[src/rtl/adc_host_pkg.sv]
package adc_host_pkg;

  localparam int CTRL_W = 8;
  localparam int CHAN_W = 3;

  typedef enum logic [2:0] {
    ST_IDLE      = 3'd0,
    ST_SEND_CTRL = 3'd1,
    ST_WAIT_LOW  = 3'd2,
    ST_WAIT_HIGH = 3'd3,
    ST_READ      = 3'd4,
    ST_DONE      = 3'd5
  } host_state_e;

  typedef struct packed {
    logic [CHAN_W-1:0] chan;
    logic              unipolar;
    logic              single_ended;
    logic [1:0]        pwr;
  } conv_req_t;

  // Command layout: start marker first, then the request fields MSB first.
  function automatic logic [CTRL_W-1:0] pack_ctrl(input conv_req_t r);
    return {1'b1, r.chan, r.unipolar, r.single_ended, r.pwr};
  endfunction

endpackage

[src/rtl/adc_sclk_gen.sv]
module adc_sclk_gen #(
  parameter int DIV_W = 8
) (
  input  logic             clk,
  input  logic             rst_n,
  input  logic             en,
  input  logic [DIV_W-1:0] half_div,
  output logic             sclk,
  output logic             rise,
  output logic             fall
);

  logic [DIV_W-1:0] cnt_q, cnt_d;
  logic             sclk_q, sclk_d;
  logic [DIV_W-1:0] half_eff;
  logic             wrap;

  assign half_eff = (half_div == '0) ? DIV_W'(1) : half_div;
  assign wrap     = en && (({1'b0, cnt_q} + 1'b1) >= {1'b0, half_eff});

  always_comb begin
    cnt_d  = cnt_q;
    sclk_d = sclk_q;
    if (!en) begin
      cnt_d  = '0;
      sclk_d = 1'b0;
    end else if (wrap) begin
      cnt_d  = '0;
      sclk_d = ~sclk_q;
    end else begin
      cnt_d  = cnt_q + 1'b1;
    end
  end

  always_ff @(posedge clk or negedge rst_n) begin
    if (!rst_n) begin
      cnt_q  <= '0;
      sclk_q <= 1'b0;
    end else begin
      cnt_q  <= cnt_d;
      sclk_q <= sclk_d;
    end
  end

  assign sclk = sclk_q;
  assign rise = wrap && !sclk_q;
  assign fall = wrap && sclk_q;

endmodule

[src/rtl/adc_shift_unit.sv]
module adc_shift_unit #(
  parameter int TX_W = 8,
  parameter int RX_W = 10
) (
  input  logic            clk,
  input  logic            rst_n,
  input  logic            load,
  input  logic [TX_W-1:0] load_word,
  input  logic            tx_shift,
  input  logic            rx_sample,
  input  logic            rx_bit,
  output logic            din,
  output logic [RX_W-1:0] rx_word
);

  logic [TX_W-1:0] tx_q, tx_d;
  logic [RX_W-1:0] rx_q, rx_d;
  logic            tx_en, rx_en;

  assign tx_en = load | tx_shift;
  assign rx_en = load | rx_sample;

  always_comb begin
    tx_d = tx_q;
    if (load)          tx_d = load_word;
    else if (tx_shift) tx_d = {tx_q[TX_W-2:0], 1'b0};
  end

  always_comb begin
    rx_d = rx_q;
    if (load)           rx_d = '0;
    else if (rx_sample) rx_d = {rx_q[RX_W-2:0], rx_bit};
  end

  always_ff @(posedge clk or negedge rst_n) begin
    if (!rst_n)     tx_q <= '0;
    else if (tx_en) tx_q <= tx_d;
  end

  always_ff @(posedge clk or negedge rst_n) begin
    if (!rst_n)     rx_q <= '0;
    else if (rx_en) rx_q <= rx_d;
  end

  assign din     = tx_q[TX_W-1];
  assign rx_word = rx_q;

endmodule

[src/rtl/adc_wait_timer.sv]
module adc_wait_timer #(
  parameter int TMO_W = 16
) (
  input  logic             clk,
  input  logic             rst_n,
  input  logic             run,
  input  logic [TMO_W-1:0] limit,
  output logic             expired
);

  logic [TMO_W-1:0] cnt_q, cnt_d;
  logic             cnt_en;

  assign expired = run && (cnt_q >= limit);
  assign cnt_en  = !run || !expired;

  always_comb begin
    if (!run) cnt_d = '0;
    else      cnt_d = cnt_q + 1'b1;
  end

  always_ff @(posedge clk or negedge rst_n) begin
    if (!rst_n)      cnt_q <= '0;
    else if (cnt_en) cnt_q <= cnt_d;
  end

endmodule

[src/rtl/adc_host_ctrl.sv]
module adc_host_ctrl
  import adc_host_pkg::*;
#(
  parameter int DIV_W       = 8,
  parameter int TMO_W       = 16,
  parameter int RES_W       = 10,
  parameter int READ_CLKS   = 16,
  parameter int LEAD_SKIP   = 1,
  parameter int SYNC_STAGES = 2
) (
  input  logic             clk,
  input  logic             rst_n,
  input  logic             req_valid,
  input  logic [2:0]       req_chan,
  input  logic             req_unipolar,
  input  logic             req_single,
  input  logic [1:0]       req_pwr,
  input  logic [DIV_W-1:0] sclk_half,
  input  logic [TMO_W-1:0] wait_limit,
  output logic             busy,
  output logic             adc_cs_n,
  output logic             adc_sclk,
  output logic             adc_din,
  input  logic             adc_dout,
  input  logic             adc_strobe,
  output logic             res_valid,
  output logic [RES_W-1:0] res_data,
  output logic             err_timeout
);

  localparam int CNT_W = $clog2(READ_CLKS + CTRL_W + 1);
  localparam logic [CNT_W-1:0] CTRL_LAST = CNT_W'(CTRL_W);
  localparam logic [CNT_W-1:0] READ_LAST = CNT_W'(READ_CLKS);
  localparam logic [CNT_W-1:0] CAP_FIRST = CNT_W'(LEAD_SKIP);
  localparam logic [CNT_W-1:0] CAP_END   = CNT_W'(LEAD_SKIP + RES_W);

  // Reset: asserted asynchronously, released on the clock.
  logic [1:0] rst_sync_q;
  logic       rst_int_n;

  always_ff @(posedge clk or negedge rst_n) begin
    if (!rst_n) rst_sync_q <= 2'b00;
    else        rst_sync_q <= {rst_sync_q[0], 1'b1};
  end
  assign rst_int_n = rst_sync_q[1];

  // Strobe synchroniser, depth chosen by parameter.
  logic [SYNC_STAGES-1:0] sync_q;
  logic                   strobe_s;

  generate
    if (SYNC_STAGES == 1) begin : g_sync_one
      always_ff @(posedge clk or negedge rst_int_n) begin
        if (!rst_int_n) sync_q <= 1'b1;
        else            sync_q <= adc_strobe;
      end
    end else begin : g_sync_many
      always_ff @(posedge clk or negedge rst_int_n) begin
        if (!rst_int_n) sync_q <= '1;
        else            sync_q <= {sync_q[SYNC_STAGES-2:0], adc_strobe};
      end
    end
  endgenerate
  assign strobe_s = sync_q[SYNC_STAGES-1];

  host_state_e state_q, state_d;
  logic [CNT_W-1:0] pcnt_q, pcnt_d;
  logic             load, tx_shift, rx_sample;
  logic             done_set, err_set;
  logic             gen_en, sclk_rise, sclk_fall, tmo_run, tmo_hit;
  logic [RES_W-1:0] rx_word;
  logic [CTRL_W-1:0] ctrl_word;
  conv_req_t        req_in;
  logic             cs_active_d;
  logic             cs_n_q, valid_q, err_q;
  logic [RES_W-1:0] res_q;

  assign req_in    = '{chan: req_chan, unipolar: req_unipolar,
                       single_ended: req_single, pwr: req_pwr};
  assign ctrl_word = pack_ctrl(req_in);
  assign gen_en    = (state_q == ST_SEND_CTRL) || (state_q == ST_READ);
  assign tmo_run   = (state_q == ST_WAIT_LOW) || (state_q == ST_WAIT_HIGH);

  adc_sclk_gen #(.DIV_W(DIV_W)) u_sclk (
    .clk      (clk),
    .rst_n    (rst_int_n),
    .en       (gen_en),
    .half_div (sclk_half),
    .sclk     (adc_sclk),
    .rise     (sclk_rise),
    .fall     (sclk_fall)
  );

  adc_shift_unit #(.TX_W(CTRL_W), .RX_W(RES_W)) u_shift (
    .clk       (clk),
    .rst_n     (rst_int_n),
    .load      (load),
    .load_word (ctrl_word),
    .tx_shift  (tx_shift),
    .rx_sample (rx_sample),
    .rx_bit    (adc_dout),
    .din       (adc_din),
    .rx_word   (rx_word)
  );

  adc_wait_timer #(.TMO_W(TMO_W)) u_timer (
    .clk     (clk),
    .rst_n   (rst_int_n),
    .run     (tmo_run),
    .limit   (wait_limit),
    .expired (tmo_hit)
  );

  // Next-state logic.
  always_comb begin
    state_d   = state_q;
    pcnt_d    = pcnt_q;
    load      = 1'b0;
    tx_shift  = 1'b0;
    rx_sample = 1'b0;
    done_set  = 1'b0;
    err_set   = 1'b0;
    unique case (state_q)
      ST_IDLE: begin
        if (req_valid) begin
          load    = 1'b1;
          pcnt_d  = '0;
          state_d = ST_SEND_CTRL;
        end
      end
      ST_SEND_CTRL: begin
        if (sclk_rise) pcnt_d = pcnt_q + 1'b1;
        if (sclk_fall) begin
          tx_shift = 1'b1;
          if (pcnt_q == CTRL_LAST) begin
            pcnt_d  = '0;
            state_d = ST_WAIT_LOW;
          end
        end
      end
      ST_WAIT_LOW: begin
        if (tmo_hit) begin
          err_set = 1'b1;
          state_d = ST_IDLE;
        end else if (!strobe_s) begin
          state_d = ST_WAIT_HIGH;
        end
      end
      ST_WAIT_HIGH: begin
        if (tmo_hit) begin
          err_set = 1'b1;
          state_d = ST_IDLE;
        end else if (strobe_s) begin
          pcnt_d  = '0;
          state_d = ST_READ;
        end
      end
      ST_READ: begin
        if (sclk_rise) begin
          pcnt_d = pcnt_q + 1'b1;
          if (pcnt_q >= CAP_FIRST && pcnt_q < CAP_END) rx_sample = 1'b1;
        end
        if (sclk_fall && pcnt_q == READ_LAST) state_d = ST_DONE;
      end
      ST_DONE: begin
        done_set = 1'b1;
        state_d  = ST_IDLE;
      end
      default: state_d = ST_IDLE;
    endcase
  end

  assign cs_active_d = (state_d == ST_SEND_CTRL) || (state_d == ST_WAIT_LOW) ||
                       (state_d == ST_WAIT_HIGH) || (state_d == ST_READ);

  // Register processes.
  always_ff @(posedge clk or negedge rst_int_n) begin
    if (!rst_int_n) begin
      state_q <= ST_IDLE;
      pcnt_q  <= '0;
      cs_n_q  <= 1'b1;
      valid_q <= 1'b0;
      err_q   <= 1'b0;
    end else begin
      state_q <= state_d;
      pcnt_q  <= pcnt_d;
      cs_n_q  <= ~cs_active_d;
      valid_q <= done_set;
      err_q   <= err_set;
    end
  end

  always_ff @(posedge clk or negedge rst_int_n) begin
    if (!rst_int_n)    res_q <= '0;
    else if (done_set) res_q <= rx_word;
  end

  assign busy        = (state_q != ST_IDLE);
  assign adc_cs_n    = cs_n_q;
  assign res_valid   = valid_q;
  assign res_data    = res_q;
  assign err_timeout = err_q;

endmodule

[config.mk]
export PLATFORM = sky130hd
export DESIGN_NAME = adc_host_ctrl
export DESIGN_NICKNAME = d
export VERILOG_FILES = /design/src/rtl/adc_host_pkg.sv /design/src/rtl/adc_sclk_gen.sv /design/src/rtl/adc_shift_unit.sv /design/src/rtl/adc_wait_timer.sv /design/src/rtl/adc_host_ctrl.sv
export SDC_FILE = /design/constraint.sdc
export NUM_CORES = 1
export LEC_CHECK = 0
export BUFFER_PORTS_ARGS = -buffer_cell sky130_fd_sc_hd__clkbuf_2
export CAP_MARGIN = 20
export CORE_ASPECT_RATIO = 0.8
export CORE_MARGIN = 2
export CORE_UTILIZATION = 50
export CTS_CLUSTER_SIZE = 12
export DETAILED_ROUTE_END_ITERATION = 8
export PLACE_DENSITY = 0.76
export SLEW_MARGIN = 10
export SYNTH_ARGS = -nofsm -noshare
export SYNTH_HDL_FRONTEND = slang
export SYNTH_SLANG_ARGS = --single-unit
export TNS_END_PERCENT = 50
[constraint.sdc]
create_clock -name clk -period 2.1 [get_ports clk]
set_input_delay 0 -clock clk [delete_from_list [all_inputs] [get_ports clk]]
set_output_delay 0 -clock clk [all_outputs]
set_load 0.01 [all_outputs]
==> run summary, run 1 <==
CTS Sinks = 68
Starting Density = 0.518
clock-pin slew on the worst setup and hold paths = 0.08 ns
DR vias = 3596
leakage = 0.00260 uW
drt pass-1 iters = 5
Max Clock Skew = 0.0128 ns
initial antenna violation count = 0
final critical-path required period = 2.43 ns
FF-to-FF path depth = 11
Die Height = 82.4 um
status = finished, violations left
Final Hold Vio Count = 0
Die ar. = 8410 um^2
Slew Viols, Final = 0
TritonCTS clock tree = yes
Finished Layout Cells = 654
post-route cell area = 5410 um^2
Slew @ Worst Pin = 0.659 ns
fillers = 546
# port buffers = 51
post-route DRC violation count = 0
critical path data required time = 2.33 ns
Crit Path Category = flip-flop to flip-flop
syn_area_per_cell = 9.20 um^2
RSZ-0062 raised after global routing = yes
GPL Wtd Cong = 0.881
nets = 609
GRT overflow = 0
Critical Path End Type = flip-flop
H-tree levels = 3
RR Startpoint = u_sclk.cnt_q[3]$_DFF_PN0_
first-pass GRT wire length = 15600 um
reg-to-reg endpoint = u_shift.tx_q[6]$_DFFE_PN0P_
largest net degree at the start of global routing = 31
VDD IR max = 0.521 mV
hpwl dp = 6570 um
core area = 7430 um^2
all-layer global routing usage = 0.241
WL/cell = 15.4 um
hold_ws = 0.0875 ns
post-synthesis register bit count = 68
Post-Synthesis Cell Area = 3840 um^2
Ant. Diodes = 0
Placed Area = 4620 um^2
cell count after synthesis = 418
failing checks = setup timing
Area contributors post-synth = dfrtp_1 (42%), ha_1 (9.4%), nand2_1 (5.5%)
placed insts = 611
setup ws final = -0.333 ns
Commonest cells post-synth = dfrtp_1 (65), nand2_1 (56), inv_1 (34), a21oi_1 (31), ha_1 (29)
crit path capture = u_shift.tx_q[6]$_DFFE_PN0P_
Synth cell types = 45
Setup violations, final = 49
Area Growth Syn to Fin = 40.6%
CTS buffer count = 9
CP startpoint = u_sclk.cnt_q[3]$_DFF_PN0_
Clock Latency Late Sink = 0.36 ns
CP max FO = 8
final worst-path cycle share = 1.16
HP Class = input pin to flip-flop
R2R Setup Slk = -0.33 ns
Max Cap Viol = 0
fmax = 0.411 GHz
Syn Nets = 483
Async S/R FF share, synth = 1.00
share of cells above drive strength 1 = 0.373
clk buf depth = 2
Rel. slew slack = 0.559
Power Dens Cells = 752 nW/um^2
type of origin of the critical path = flip-flop
IO Pins = 52
ys flop type = dfrtp_1
number of synthesized flops with an enable pin = 0
warnings from Yosys = 0
Root Driver = clkbuf_8
most numerous cell in the Yosys netlist = dfrtp_1
number of global-route vias before repair = 3381
Routed Antenna Nets = 0
area leader, netlist = dfrtp_1
vias per cell = 5.50
top cell type's share of synthesized area = 0.423
Die X = 102 um
sequential area share after synthesis = 0.444
drt first-iter violations = 233
routed wire length = 10100 um
row count = 28
critical path data arrival time = 2.67 ns
## power by group
part	switching (uW)	total (uW)	internal, uW
clock network	566	1130	567
registers	138	1600	1460
logic	670	1340	666
total	1370	4070	2690
## metrics by stage
step / setup TNS, ns / total power, uW / utilization / setup slack (ns)
6_report: -12.57 / 4070 / 0.728 / -0.333
5_1_grt: -18.04 / 4280 / 0.728 / -0.443
4_1_cts: -11.66 / 3970 / 0.691 / -0.297
3_5_place_dp: -14.74 / 2610 / 0.621 / -0.394
3_3_place_gp: -11.64 / 2550 / 0.621 / -0.300
2_1_floorplan: -8.93 / 2240 / - / -0.293
## critical path, stage by stage (launching register included)
cell,delay [ns]
dfrtp_1,0.36
and3_4,0.21
and3_4,0.20
nand3_1,0.10
xnor2_1,0.17
ha_1,0.32
o21a_1,0.17
nand3_1,0.13
o21ai_4,0.20
buf_12,0.15
mux2i_1,0.20
a21oi_1,0.08
## layer usage
metal / track usage / vias up / part of all wire
met3: 0.0463 / 18 / 0.050
met1: 0.323 / 1721 / 0.44
met2: 0.403 / 123 / 0.50
met5: 0 / - / 0
met4: 0.0693 / 0 / 0.012
li1: - / 1734 / -
## layout make-up
| type | instances | area, um^2 | area share |
|---|---|---|---|
| Multi-Input combinational cell | 301 | 2320 | 0.429 |
| Sequential cell | 68 | 1710 | 0.316 |
| Timing Repair Buffer | 130 | 918 | 0.170 |
| Tap cell | 105 | 131 | 0.0243 |
| Inverter | 34 | 128 | 0.0236 |
| Clock buffer | 9 | 124 | 0.0229 |
| Clock inverter | 7 | 81.3 | 0.0150 |
## cell families (layout without fill, tap and decap cells)
kind of cell | Yosys count | in the layout | share of synthesized area
AO/OA/AOI/OAI | 97 | 97 | 0.162
XOR/XNOR | 10 | 10 | 0.0228
adder cells (fa/ha/maj) | 29 | 29 | 0.0944
buffers and inverters | 50 | 180 | 0.0498
flip-flops | 68 | 68 | 0.444
multiplexers | 10 | 10 | 0.0260
other | 1 | 1 | 0.000975
AND/OR/NAND/NOR | 153 | 154 | 0.200
## layout by cell type (no fill, tap or decap), types with 8 or more instances in the layout
| cell | n |
|---|---|
| a21oi_1 | 18 |
| a21oi_2 | 12 |
| buf_4 | 57 |
| buf_6 | 8 |
| clkbuf_2 | 51 |
| clkbuf_8 | 9 |
| dfrtp_1 | 64 |
| dlygate4sd3_1 | 12 |
| ha_1 | 23 |
| inv_1 | 34 |
| mux2i_1 | 10 |
| nand2_1 | 56 |
| nand3_1 | 20 |
| nor2_1 | 13 |
| nor2b_1 | 8 |
| o21ai_0 | 9 |
| o21ai_1 | 13 |
| or4_4 | 9 |
## how the worst min path moves through the flow
stage / end / depth (start not counted) / slack [ns] / from
finish: adc_cs_n$_DFF_PN1_ / 3 / 0.09 / req_valid
CTS: adc_cs_n$_DFF_PN1_ / 3 / 0.07 / req_valid
detailed placement: rst_sync_q[0]$_DFF_PN0_ / 1 / -0.21 / rst_n
global placement: rst_sync_q[0]$_DFF_PN0_ / 1 / -0.21 / rst_n
global route: adc_cs_n$_DFF_PN1_ / 3 / 0.1 / req_valid
floorplan: rst_sync_q[0]$_DFF_PN0_ / 0 / -0.30 / rst_n
## state kept, by name, indices dropped and copies added (netlist names)
register and flops:
u_timer.cnt_q 16, state_q 3, u_sclk.sclk 1, sync_q 2, adc_cs_n 1, u_shift.tx_q 8
u_sclk.cnt_q 8, err_timeout 1, rst_sync_q 2, pcnt_q 5, res_valid 1, res_data 10
u_shift.rx_word 10
## timing repair
item | in CTS | in global routing
buffers inserted | 6 | 9
endpoints found under the setup margin | 50 | 51
hold endpoints to repair | 11 | 0
gates resized for setup | 41 | 46
pin swaps | 30 | 28
hold buffers | 12 | 0
gates cloned | 1 | 1
Power figures use the tool's default switching activity.
==> run 2, diff against run 1 <==
--- a/config.mk
+++ b/config.mk
@@ -13,6 +13,7 @@
 export CTS_CLUSTER_SIZE = 12
 export DETAILED_ROUTE_END_ITERATION = 8
 export PLACE_DENSITY = 0.76
+export REMOVE_ABC_BUFFERS = 1
 export SLEW_MARGIN = 10
 export SYNTH_ARGS = -nofsm -noshare
 export SYNTH_HDL_FRONTEND = slang
==> run 2 against run 1 <==
  * Critical path type unchanged
  * Flip-flop and latch count did not move
  * Cell count rose by 0.76%
  * Non-clock buffer count grew 4
  * Sequential share of layout area is 0.17 points lower
  * Largest power group unchanged
  * The run still ends with setup timing left
==> run summary, run 2 (synthesis results as in run 1) <==
CTS Sinks = 68 (unchanged)
drt pass-1 iters = 5 (unchanged)
core area = 7430 um^2 (unchanged)
WL/cell = 15.2 um (-1.3%)
Routed Antenna Nets = 0 (unchanged)
Slew Viols, Final = 0 (unchanged)
VDD IR max = 0.505 mV (-3.1%)
CTS buffer count = 9 (unchanged)
status = finished, violations left
Crit Path Category = flip-flop to flip-flop
critical path data arrival time = 2.81 ns (+0.14 ns)
Placed Area = 4600 um^2 (-0.30%)
RR Startpoint = u_sclk.cnt_q[0]$_DFF_PN0_
vias per cell = 5.50 (about the same)
TritonCTS clock tree = yes
most common cell after layout, fill and taps aside = dfrtp_1
hpwl dp = 6310 um (-3.9%)
all-layer global routing usage = 0.241 (about the same)
final critical-path required period = 2.53 ns (+0.0995 ns)
Die Height = 82.4 um (unchanged)
critical path data required time = 2.38 ns (+0.05 ns)
row count = 28 (unchanged)
largest net degree at the start of global routing = 29 (-6.5%)
routed wire length = 10000 um (-0.50%)
clock-pin slew on the worst setup and hold paths = 0.08 ns (about the same)
max reg flops = 16 (unchanged)
Max Cap Viol = 0 (unchanged)
type of origin of the critical path = flip-flop
CP startpoint = u_sclk.cnt_q[0]$_DFF_PN0_
most frequent cells in the layout = dfrtp_1 (64), buf_4 (61), nand2_1 (55), clkbuf_2 (51), inv_1 (34)
clk buf depth = 2 (unchanged)
Critical Path End Type = flip-flop
RSZ-0062 raised after global routing = yes
Die X = 102 um (unchanged)
final worst-path cycle share = 1.21 (+0.0474)
Worst Min Path Start = req_valid
utilization after layout = 0.732 (+0.00404)
first-pass GRT wire length = 15800 um (+1.0%)
H-tree levels = 3 (unchanged)
Root Driver = clkbuf_8
leakage = 0.00261 uW (+0.52%)
post-route DRC violation count = 0 (unchanged)
Setup violations, final = 50 (+2.0%)
Area Growth Syn to Fin = 41.4%
Most flops, register = u_timer.cnt_q
fmax = 0.395 GHz (-3.9%)
Slew @ Worst Pin = 0.585 ns (-0.0742 ns)
nets = 614 (+0.82%)
post-route cell area = 5440 um^2 (+0.56%)
GRT overflow = 0 (unchanged)
drt first-iter violations = 200 (-14%)
Power Dens Cells = 725 nW/um^2 (-3.6%)
GPL Wtd Cong = 0.824 (-6.5%)
hold_ws = 0.0614 ns (-0.0261 ns)
number of global-route vias before repair = 3474 (+2.8%)
R2R Setup Slk = -0.43 ns (-0.10 ns)
Ant. Diodes = 0 (unchanged)
failing checks = setup timing
Clock Latency Late Sink = 0.36 ns (about the same)
setup ws final = -0.433 ns (-0.0995 ns)
# port buffers = 51 (unchanged)
DR vias = 3627 (+0.86%)
Final Hold Vio Count = 0 (unchanged)
Die ar. = 8410 um^2 (unchanged)
share of cells above drive strength 1 = 0.390 (+0.0165)
CP max FO = 5 (-3)
Rel. slew slack = 0.610 (+0.0507)
initial antenna violation count = 0 (unchanged)
HP Class = input pin to flip-flop
Starting Density = 0.518 (unchanged)
Max Clock Skew = 0.00805 ns (-0.00476 ns)
IO Pins = 52 (unchanged)
[run 2: cell type report]
cell class	instances	area, um^2
multi-input combinational	302	2340
fill	523	1990
sequential	68	1710
timing repair buffer	134	948
clock buffer	10	138
tap	105	131
inverter	34	128
clock inverter	6	47.5
[run 2: power breakdown]
| group | internal (uW) | switching (uW) |
|---|---|---|
| Combinational | 660 | 653 |
| Clock | 471 | 552 |
| Sequential | 1460 | 145 |
| Total | 2590 | 1350 |
[run 2: worst max-delay path, cell delays in order (launching register included)]
cell and delay, ns:
dfrtp_1 0.41, ha_4 0.19, nand3_4 0.08, xnor2_2 0.15, ha_1 0.33, a211o_1 0.29
a21oi_2 0.15, o21a_1 0.20, o21ai_2 0.09, or3_4 0.42, nor2b_1 0.14
[run 2: worst paths after layout]
check | end | cells after the start
max in group asynchronous | adc_cs_n$_DFF_PN1_ | 1
setup reg to reg | u_sclk.cnt_q[3]$_DFF_PN0_ | 10
hold / removal | adc_cs_n$_DFF_PN1_ | 3
setup / recovery | u_sclk.cnt_q[3]$_DFF_PN0_ | 10
hold reg to reg | u_timer.cnt_q[0]$_DFFE_PN0N_ | 0
min in group asynchronous | u_timer.cnt_q[0]$_DFFE_PN0N_ | 0
[run 2: through the flow]
stage | instances | setup TNS (ns) | total power, uW | worst slack, ns
after floorplan | 402 | -13.53 | 2160 | -0.425
after global placement | 614 | -14.91 | 2530 | -0.455
after detailed placement | 614 | -18.92 | 2580 | -0.547
after CTS | 650 | -12.80 | 3860 | -0.373
after global routing | 659 | -20.36 | 4170 | -0.518
final | 659 | -16.55 | 3940 | -0.433
[run 2: repair_timing]
| action | 4_1_cts | 5_1_grt |
|---|---|---|
| hold buffers | 12 | 0 |
| resized for setup | 67 | 41 |
| gates cloned | 3 | 2 |
| hold endpoints to repair | 11 | 0 |
| endpoints found under the setup margin | 49 | 51 |
| pin swaps | 41 | 26 |
| setup buffers | 5 | 7 |
[run 2: metal layers]
metal | global-route usage | up-vias | part of all wire
li1 | - | 1745 | -
met1 | 0.315 | 1776 | 0.45
met2 | 0.405 | 100 | 0.50
met3 | 0.0581 | 6 | 0.044
met4 | 0.0640 | 0 | 0.0066
met5 | 0 | - | 0
